File: src/rtl/lifo_stack_pkg.sv
package lifo_stack_pkg;
    typedef enum logic [1:0] {
        OP_HOLD = 2'd0,
        OP_PUSH = 2'd1,
        OP_POP  = 2'd2
    } stack_op_e;
endpackage

File: src/rtl/stack_shift_chain.sv
module stack_shift_chain
    import lifo_stack_pkg::*;
#(
    parameter int WIDTH = 8,
    parameter int DEPTH = 4
) (
    input  logic             clk,
    input  logic             rst,
    input  stack_op_e        op,
    input  logic [WIDTH-1:0] din,
    output logic [WIDTH-1:0] top
);
    typedef struct packed {
        logic [DEPTH-1:0][WIDTH-1:0] slot;
    } chain_t;

    chain_t chain_d, chain_q;

    always_comb begin
        chain_d = chain_q;
        case (op)
            OP_PUSH: begin
                chain_d.slot[0] = din;
                for (int i = 1; i < DEPTH; i++) begin
                    chain_d.slot[i] = chain_q.slot[i-1];
                end
            end
            OP_POP: begin
                for (int i = 0; i < DEPTH - 1; i++) begin
                    chain_d.slot[i] = chain_q.slot[i+1];
                end
                chain_d.slot[DEPTH-1] = '0;
            end
            default: chain_d = chain_q;
        endcase
    end

    always_ff @(posedge clk) begin
        if (rst) begin
            chain_q <= '0;
        end else begin
            chain_q <= chain_d;
        end
    end

    assign top = chain_q.slot[0];

    // after a pop, the old second word sits at the top
    assert_pop_shift_R4: assert property (@(posedge clk) disable iff (rst)
        (op == OP_POP) |=> (top == $past(chain_q.slot[1])));
endmodule

File: src/rtl/stack_occupancy.sv
module stack_occupancy #(
    parameter int DEPTH = 4,
    localparam int CNT_W = $clog2(DEPTH + 1)
) (
    input  logic clk,
    input  logic rst,
    input  logic inc,
    input  logic dec,
    output logic empty,
    output logic full
);
    localparam logic [CNT_W-1:0] CNT_MAX = CNT_W'(DEPTH);

    typedef struct packed {
        logic [CNT_W-1:0] count;
    } occ_t;

    occ_t occ_d, occ_q;

    always_comb begin
        occ_d = occ_q;
        if (inc && !dec) begin
            occ_d.count = occ_q.count + 1'b1;
        end else if (dec && !inc) begin
            occ_d.count = occ_q.count - 1'b1;
        end
    end

    always_ff @(posedge clk) begin
        if (rst) begin
            occ_q <= '0;
        end else begin
            occ_q <= occ_d;
        end
    end

    assign empty = (occ_q.count == '0);
    assign full  = (occ_q.count == CNT_MAX);

    // the count never passes the depth
    assert_count_bound_R7: assert property (@(posedge clk) disable iff (rst)
        occ_q.count <= CNT_MAX);
    // the flags are never high together
    assert_flags_exclusive_R7: assert property (@(posedge clk) disable iff (rst)
        !(empty && full));
    // one increment from empty clears the empty flag
    assert_leave_empty_R6: assert property (@(posedge clk) disable iff (rst)
        (empty && inc && !dec) |=> !empty);
endmodule

File: src/rtl/lifo_shift_stack.sv
module lifo_shift_stack
    import lifo_stack_pkg::*;
#(
    parameter int WIDTH = 8,
    parameter int DEPTH = 4
) (
    input  logic             clk,
    input  logic             rst,
    input  logic             en,
    input  logic             pop_sel,
    input  logic [WIDTH-1:0] din,
    output logic [WIDTH-1:0] dout,
    output logic             empty,
    output logic             full
);
    stack_op_e op;
    logic      do_push, do_pop;

    always_comb begin
        do_push = en && !pop_sel && !full;
        do_pop  = en && pop_sel && !empty;
        if (do_push) begin
            op = OP_PUSH;
        end else if (do_pop) begin
            op = OP_POP;
        end else begin
            op = OP_HOLD;
        end
    end

    stack_shift_chain #(.WIDTH(WIDTH), .DEPTH(DEPTH)) u_chain (
        .clk (clk),
        .rst (rst),
        .op  (op),
        .din (din),
        .top (dout)
    );

    stack_occupancy #(.DEPTH(DEPTH)) u_occ (
        .clk   (clk),
        .rst   (rst),
        .inc   (do_push),
        .dec   (do_pop),
        .empty (empty),
        .full  (full)
    );

    // reset leaves an empty, zeroed stack
    assert_reset_state_R1: assert property (@(posedge clk)
        rst |=> (empty && !full && dout == '0));
    // idle cycles change nothing visible
    assert_idle_hold_R2: assert property (@(posedge clk) disable iff (rst)
        !en |=> ($stable(dout) && $stable(empty) && $stable(full)));
    // an accepted push shows the input word on top
    assert_push_top_R3: assert property (@(posedge clk) disable iff (rst)
        (en && !pop_sel && !full) |=> (dout == $past(din) && !empty));
    // a push while full leaves the top and the flag alone
    assert_no_overflow_R8: assert property (@(posedge clk) disable iff (rst)
        (en && !pop_sel && full) |=> (full && $stable(dout)));
    // a pop while empty keeps the stack empty
    assert_no_underflow_R9: assert property (@(posedge clk) disable iff (rst)
        (en && pop_sel && empty) |=> empty);
    // the output is zero whenever the stack is empty
    assert_empty_zero_R10: assert property (@(posedge clk) disable iff (rst)
        empty |-> (dout == '0));
endmodule

File: config.mk
export PLATFORM = sky130hd
export DESIGN_NAME = lifo_shift_stack
export DESIGN_NICKNAME = d
export VERILOG_FILES = /design/src/rtl/lifo_stack_pkg.sv /design/src/rtl/stack_shift_chain.sv /design/src/rtl/stack_occupancy.sv /design/src/rtl/lifo_shift_stack.sv
export SDC_FILE = /design/constraint.sdc
export NUM_CORES = 1
export LEC_CHECK = 0
export BUFFER_PORTS_ARGS = -buffer_cell sky130_fd_sc_hd__buf_4
export CAP_MARGIN = 5
export CORE_AREA = 2 2 77 61
export DETAILED_ROUTE_END_ITERATION = 8
export DIE_AREA = 0 0 79 63
export PLACE_DENSITY_LB_ADDON = 0.08
export SKIP_LAST_GASP = 1
export SLEW_MARGIN = 20
export SYNTH_ARGS = -nofsm -noshare
export SYNTH_HDL_FRONTEND = slang
export SYNTH_SLANG_ARGS = --single-unit
File: constraint.sdc
create_clock -name clk -period 2.2 [get_ports clk]
set_clock_uncertainty 0.05 [all_clocks]
set_input_delay 0.11 -clock clk [delete_from_list [all_inputs] [get_ports clk]]
set_output_delay 0.11 -clock clk [all_outputs]
set_load 0.01 [all_outputs]
==> qor.yml, run 1 <==
timing:
  fmax_mhz: 456.7
  setup_violations: 0
  fin_crit_sh_pct: 99.53
  final_hold_viol_count: 0
  fin_ws_ps: 10.36
  drv_slew: 0
  fin_setup_tns_ps: 0
  tightest_slew_ps: 378.0
  fin_crit_ps: 2190
  slew_headroom_pct: 74.80
  holdWs_ps: 132.2
  rsz0062_at_grt: "yes"
place:
  place.gp.congestion: 0.7650
  place_inst: 233
  hpwl_mm: 1.955
  pre_cts_ws_ps: -13.11
  io_buffers: 21
setup_path:
  crit_chain: "nor3b_2, or3b_4, inv_1, ha_2, inv_1, fa_2, xnor2_2, a21oi_1, a31o_2"
  worstPathArrival_ps: 2310
  cpMaxStageDelayCell: "or3b_4"
  startpoint_type: "flop"
  worstPathMaxFanout: 4
  worstSetupEndpointType: "flop"
  cp_num_buf_inv: 2
  crit_type: "reg2reg"
  critPathTopFamily: "simple AND/OR/NAND/NOR gates"
  required_ps: 2320
  slowest_delay_ps: 380
  path_common_cell: "inv_1"
layout:
  fin_cells: 242
  nNetsFinal: 200
  layout-drive-gt1-share_pct: 36.22
  antenna_cells: 0
  post-route-util_pct: 49.29
  area_delta_synth_final_pct: 14.00
synth:
  synth_warnings: 0
  yosys.area.top_type: "dfxtp_1"
  postSynthAreaPerCell_um2: 10.64
  synth_top_area_share_pct: 38.07
  synth_cell_types: 21
  synthFlopType: "dfxtp_1"
  yosysSeqAreaShare_pct: 38.07
  postSynth.asyncResetShare_pct: 0
  synth_edf_count: 0
  syn_nets: 189
  ys_seq_elements: 35
  syn_inst: 173
  netlist_area_um2: 1841
  ys_top_cells_by_area: "dfxtp_1 (38%), mux2_4 (18%), mux2i_1 (14%)"
  ys_top_cells_by_count: "dfxtp_1 (35), nor2_1 (35), mux2i_1 (25), mux2_4 (22), buf_4 (10)"
routing:
  first_iter_violations: 46
  drc: 0
  routed_via_density: 4.860
  ant_nets: 0
  routed_wl_mm: 3.032
  wl_per_cell_um: 12.53
  drt_first_pass_iters: 4
  routed-via-count: 1176
floorplanning:
  rows: 21
  io_pins: 22
  design.die.area_um2: 4977
  dieHeight_um: 63
  start_util_pct: 43.24
  die_w_um: 79
  coreArea_um2: 4257
global_routing:
  grt_max_degree: 41
  grt_usage_pct: 13.60
  grt_pass1_wl_mm: 5.292
  antenna_found_initial: 0
  first_global_vias: 1154
  grt-ovfl-total: 0
clocking:
  numCtsBuffers: 5
  hold_buffers: 0
  clk_pin_slew_ps: 70
  root_buffer: "clkbuf_8"
  cts.sinks: 35
  tritoncts: "yes"
  clock_path_buffers: 2
  h-tree-depth: 2
  clk_latency_ps: 280
status:
  outcome: "complete, no violations"
power:
  p_per_area_nw_per_um2: 997.0
  peakVddDrop_mv: 0.5132
  p_leak_nw: 0.9685
min_path:
  hold_class: "in2reg"
job:
  cap_violations: 0
==> layout by cell type, fill, tap and decap left out, drive strengths merged <==
master,n
nand2b,1
a31o,1
or3b,1
buf,25
a21oi,9
or3,1
mux2,24
clkbuf,8
inv,4
mux2i,25
ha,3
nand3,1
fa,1
xnor2,2
dfxtp,35
nor3b,9
nor2,35
==> path summary, 6_finish.rpt <==
path | startpoint | end | slack (ps) | cells past startpoint
max | u_occ.occ_q[2] | u_occ.occ_q[2] | 10 | 9
min reg2reg | u_chain.chain_q[28] | u_chain.chain_q[28] | 450 | 2
max reg2reg | u_occ.occ_q[2] | u_occ.occ_q[2] | 10 | 9
min | din[3] | u_chain.top[3] | 130 | 4
==> per-stage QoR <==
stage	instance area, um^2	total power [mW]
after global placement	1971	1.546
after detailed placement	1971	1.569
after CTS	2082	2.088
after global routing	2098	2.225
after floorplan	1844	1.428
final	2098	2.092
==> registers in the layout, summed over array words and instances (netlist names) <==
register and flops:
u_chain.chain_q 24, u_chain.top 8, u_occ.occ_q 3
==> logic make-up (layout without fill, tap and decap cells) <==
| logic type | after synthesis | count (layout) | share of synthesized area [%] |
|---|---|---|---|
| muxes | 49 | 49 | 32.77 |
| and+or+nand+nor | 48 | 48 | 12.24 |
| DFF | 35 | 35 | 38.07 |
| buffers and inverters | 25 | 37 | 9.924 |
| AOI/OAI and AO/OA | 10 | 10 | 2.923 |
| adders and majority gates | 4 | 4 | 3.127 |
| xor gates and xnor gates | 2 | 2 | 0.9519 |
==> where the power goes <==
group,switching [mW],total [mW],internal [mW]
combinational,0.362,0.810,0.447
clock,0.217,0.502,0.286
sequential,0.0688,0.780,0.712
==> worst reg2reg max path: cells and delay by family, from the launching register on <==
kind	cells	cell delay (ps)
compound gates	2	320
flops	1	330
simple gates	2	540
buf+inv	2	130
fa+ha+maj	2	530
xor+xnor	1	190
==> routing by layer <==
metal	vias to the layer above	track usage [%]	part of all wire [%]	wire, um
met4	0	5.819	1.6	47
met1	555	16.53	44	1326
met2	24	21.82	50	1512
met3	5	4.624	4.8	145
met5	-	0	0	0
li1	592	-	-	-
==> area by class of cell <==
type                            count  area (um^2)
Tap cell                           57        71.32
Timing Repair Buffer               25        225.2
Fill cell                         414         2158
Inverter                            4        15.01
Multi-Input combinational cell    113        982.2
Clock buffer                        8        100.1
Sequential cell                    35        704.4
==> what timing repair did <==
action,in CTS,in global routing
pin swaps,1,1
gates resized for setup,2,4
setup buffers,1,0
setup endpoints to repair,1,3
Note: power is estimated with default switching activity, not from simulation.
==> run 2, diff against run 1 <==
- GPL_ROUTABILITY_DRIVEN: not set -> 0
- clock period: 2.2 -> 1.93 ns (I/O delays scaled with it)
==> qor.yml, run 2 (synthesis results as in run 1) <==
timing:
  fin_ws_ps: -145.5
  fin_crit_ps: 2076
  drv_slew: 0
  final_hold_viol_count: 0
  slew_headroom_pct: 76.07
  fmax_mhz: 481.8
  tightest_slew_ps: 359.0
  holdWs_ps: 124.0
  rsz0062_at_grt: "yes"
  fin_setup_tns_ps: -2387
  setup_violations: 25
  fin_crit_sh_pct: 107.5
setup_path:
  r2r-end: "u_occ.occ_q[2]"
  path_common_cell: "inv_2"
  worstSetupEndpointType: "flop"
  required_ps: 2050
  cp_num_buf_inv: 2
  critPathTopFamily: "simple AND/OR/NAND/NOR gates"
  worstPathArrival_ps: 2200
  ff2ff_setup_slack_ps: -150
  startpoint_type: "flop"
  crit_chain: "nor3b_4, or3b_4, inv_2, ha_4, inv_2, fa_2, xnor2_2, a21oi_2, a31o_2"
  r2r_cells: 9
  slowest_delay_ps: 370
  crit_type: "reg2reg"
  worstPathMaxFanout: 3
  rr_startpoint: "u_occ.occ_q[2]"
  cpMaxStageDelayCell: "or3b_4"
clocking:
  root_buffer: "clkbuf_8"
  clock_path_buffers: 2
  clk_pin_slew_ps: 70
  cts.sinks: 35
  tritoncts: "yes"
  numCtsBuffers: 5
  h-tree-depth: 2
  clk_latency_ps: 280
layout:
  multi_input_area_um2: 1047
  fillers: 398
  top_register: "u_chain.chain_q"
  final_cell_mix: "nor2_1 (35), dfxtp_1 (32), buf_4 (30)"
  post-route-util_pct: 54.29
  area_delta_synth_final_pct: 25.56
  largest_register_ffs: 24
  antenna_cells: 0
  regArea_um2: 704.4
  layout-drive-gt1-share_pct: 44.95
  nNetsFinal: 213
  finalInstanceArea_um2: 2311
  layout_commonest_cell: "nor2_1"
power:
  netSwitchingFraction_pct: 31.44
  clkPwrFrac_pct: 19.1
  p_leak_nw: 1.057
  combPwrFrac_pct: 46.4
  p_sw_mw: 0.8051
  peakVddDrop_mv: 0.4684
  p_per_area_nw_per_um2: 1108
  p_int_mw: 1.756
  power_mw: 2.561
  p_seq_share_pct: 34.5
routing:
  routed-via-count: 1215
  ant_nets: 0
  routed_wl_mm: 3.215
  first_iter_violations: 44
  routed_via_density: 4.765
  drt_first_pass_iters: 3
  drc: 0
  wl_per_cell_um: 12.61
floorplanning:
  rows: 21
  die_w_um: 79
  dieHeight_um: 63
  start_util_pct: 43.24
  coreArea_um2: 4257
  design.die.area_um2: 4977
  io_pins: 22
global_routing:
  grt-ovfl-total: 0
  grt_max_degree: 37
  grt_usage_pct: 13.68
  first_global_vias: 1246
  grt_pass1_wl_mm: 5.416
  antenna_found_initial: 0
min_path:
  hold_path.startpoint: "din[5]"
  worst_hold_path.endpoint: "u_chain.top[5]"
  hold_class: "in2reg"
  hold_depth: 4
status:
  outcome: "finished, violations left"
  violations: "setup timing"
place:
  placed_area_um2: 2068
  hpwl_mm: 2.049
  io_buffers: 21
job:
  cap_violations: 0
==> run 2: cell types whose count changed in the layout (fill, tap and decap cells not counted), moves of 2 or more <==
cell,change
clkbuf_16,+3
inv_2,+2
ha_4,+2
inv_1,-2
nor3b_2,+5
ha_2,-2
buf_4,+8
clkbuf_8,-2
nor3b_1,-6
==> run 2: worst min-delay path: cells and delay by family <==
kind / cells / cell delay (ps)
simple gates: 1 / 70
buf+inv: 1 / 80
mux: 2 / 170
==> run 2: cell type report <==
cell class	count	area share, %
Clock buffer	7	3.303
Clock inverter	1	0.2166
Inverter	4	0.6497
Timing Repair Buffer	38	16.95
Multi-Input combinational cell	113	45.32
Sequential cell	35	30.48
Tap cell	57	3.086
==> run 2: what timing repair did <==
action | in CTS | in global routing
setup endpoints to repair | 26 | 33
pin swaps | 3 | 3
resized for setup | 5 | 9
cloned | 0 | 4
hold buffers | 0 | 0
buffers inserted | 1 | 0
==> run 2: how the worst max path moves through the flow <==
stage,depth (start not counted),slack [ps],startpoint,end
after floorplan,9,-160,u_occ.occ_q[2],u_occ.occ_q[2]
after global placement,9,-130,u_occ.occ_q[2],u_occ.occ_q[2]
after detailed placement,9,-180,u_occ.occ_q[2],u_occ.occ_q[2]
after CTS,9,-140,u_occ.occ_q[2],u_occ.occ_q[2]
after global routing,9,-220,u_occ.occ_q[2],u_occ.occ_q[2]
final,9,-150,u_occ.occ_q[2],u_occ.occ_q[2]
==> run 2: per-layer routing <==
metal  vias up  part of all wire (%)  wire length, um  track usage [%]
met4         0                   1.4               45            6.466
met3         5                   3.1               99            3.902
li1        625                     -                -                -
met5         -                     0                0                0
met2        14                    50             1619            23.20
met1       571                    45             1451            15.79
==> run 2: power by group through the flow <==
stage	sequential, mW	combinational [mW]	clock (mW)
3_5_place_dp	0.899	1.03	0
4_1_cts	0.886	1.08	0.516
5_1_grt	0.897	1.28	0.550
3_3_place_gp	0.893	1.01	0
6_report	0.885	1.19	0.489
2_1_floorplan	0.891	0.767	0
==> run 2: metrics by stage <==
stage / setup WS (ps) / cells
floorplan: -155.7 / 173
global placement: -128.9 / 242
detailed placement: -180.5 / 242
CTS: -138.4 / 251
global route: -217.6 / 255
finish: -145.5 / 255
==> run 3, diff against run 2 <==
- CORE_AREA: 2 2 77 61 -> 8 8 83 67
- DIE_AREA: 0 0 79 63 -> 0 0 91 75
==> qor.yml, run 3 (synthesis results as in run 1) <==
status:
  outcome: "finished, violations left"
  violations: "setup timing"
layout:
  fillers: 369
  top_register: "u_chain.chain_q"
  nNetsFinal: 219
  post-route-util_pct: 58.85
  largest_register_ffs: 24
  finalInstanceArea_um2: 2505
  area_delta_synth_final_pct: 36.10
  layout-drive-gt1-share_pct: 49.02
  layout_commonest_cell: "nor2_1"
  antenna_cells: 0
  final_cell_mix: "nor2_1 (35), dfxtp_1 (32), buf_4 (30)"
routing:
  drc: 0
  first_iter_violations: 40
  routed_via_density: 4.862
  routed-via-count: 1269
  ant_nets: 0
  wl_per_cell_um: 14.79
  drt_first_pass_iters: 4
  routed_wl_mm: 3.860
floorplanning:
  coreArea_um2: 4257
  start_util_pct: 43.24
  rows: 21
  die_w_um: 91
  dieHeight_um: 75
  io_pins: 22
  design.die.area_um2: 6825
setup_path:
  worstSetupEndpointType: "flop"
  crit_type: "reg2reg"
  required_ps: 2040
  worstPathArrival_ps: 2200
  crit_chain: "nor3b_4, or3b_4, buf_6, ha_4, buf_12, mux2_4, mux2i_1, nor2_1"
  worstPathMaxFanout: 5
  slowest_delay_ps: 380
  cpMaxStageDelayCell: "or3b_4"
  startpoint_type: "flop"
timing:
  fin_crit_sh_pct: 108.3
  fmax_mhz: 478.6
  drv_slew: 0
  slew_headroom_pct: 75.19
  setup_violations: 25
  fin_ws_ps: -159.3
  tightest_slew_ps: 372.2
  fin_crit_ps: 2089
  final_hold_viol_count: 0
  rsz0062_at_grt: "yes"
  fin_setup_tns_ps: -1984
global_routing:
  grt-ovfl-total: 0
  antenna_found_initial: 0
  grt_pass1_wl_mm: 5.692
  grt_usage_pct: 10.59
  first_global_vias: 1215
  grt_max_degree: 37
power:
  p_per_area_nw_per_um2: 1191
  clkPwrFrac_pct: 22.4
  p_seq_share_pct: 29.7
  p_int_mw: 2.080
  combPwrFrac_pct: 47.9
  p_sw_mw: 0.9025
  p_leak_nw: 1.141
  netSwitchingFraction_pct: 30.26
  peakVddDrop_mv: 0.5891
min_path:
  hold_class: "in2reg"
clocking:
  cts.sinks: 35
  tritoncts: "yes"
  hold_buffers: 0
  h-tree-depth: 2
  clk_latency_ps: 290
  root_buffer: "clkbuf_8"
  clock_path_buffers: 2
  numCtsBuffers: 5
  clk_pin_slew_ps: 70
place:
  pre_cts_ws_ps: -184.4
  io_buffers: 21
  hpwl_mm: 2.295
  placed_area_um2: 2061
job:
  cap_violations: 0
==> run 3: cell count changes in the layout (fill, tap and decap cells not counted), sizes merged <==
cell | previous run | this run
clkbuf | 10 | 11
buf | 35 | 39
bufinv | 0 | 1
==> run 3: critical path, delay by kind of cell, from the launching register on <==
kind	cells	cell delay [ps]
simple gates	3	610
mux	2	480
flops	1	330
buf+inv	2	280
fa+ha+maj	1	210
==> run 3: stage by stage <==
| stage | power, mW | instances | hold slack [ps] |
|---|---|---|---|
| final | 2.983 | 261 | 119.1 |
| after global routing | 3.143 | 261 | 117.0 |
| after CTS | 2.719 | 251 | 109.6 |
| after detailed placement | 1.935 | 241 | 417.3 |
| after global placement | 1.906 | 241 | 404.6 |
| after floorplan | 1.658 | 173 | 312.8 |
==> run 3: worst paths after layout <==
path,start,endpoint,slack (ps),depth (start not counted)
worst max-delay path,u_occ.occ_q[2],u_chain.top[3],-160,8
worst min-delay path,din[5],u_chain.top[5],120,4
worst max register to register,u_occ.occ_q[2],u_chain.top[3],-160,8
worst min register to register,u_chain.chain_q[27],u_chain.chain_q[27],440,2
==> run 3: area by class of cell <==
class | count | area, um^2 | area share, %
inverters | 4 | 15.01 | 0.5994
flip-flops and latches | 35 | 704.4 | 28.12
multi-input cells | 113 | 1090 | 43.51
clock inverters | 2 | 35.03 | 1.399
repair buffers | 44 | 506.7 | 20.23
clock buffers | 6 | 82.58 | 3.297
well taps | 57 | 71.32 | 2.847
==> run 3: routing by layer <==
layer / global-route usage (%) / share of wire (%)
met1: 10.88 / 44
met2: 18.70 / 51
met5: 0 / 0
met4: 6.510 / 1.7
met3: 3.685 / 3.1
==> run 3: power by group through the flow <==
| stage | sequential (mW) | combinational (mW) | clock [mW] |
|---|---|---|---|
| finish | 0.887 | 1.43 | 0.668 |
| global route | 0.900 | 1.51 | 0.734 |
| CTS | 0.888 | 1.13 | 0.699 |
| detailed placement | 0.902 | 1.03 | 0 |
| global placement | 0.894 | 1.01 | 0 |
| floorplan | 0.891 | 0.767 | 0 |
==> run 3: repair_timing <==
item	4_1_cts	5_1_grt
cloned	1	5
buffers inserted	1	5
endpoints found under the setup margin	26	33
resized for setup	10	17
hold endpoints to repair	0	0
pin swaps	6	14
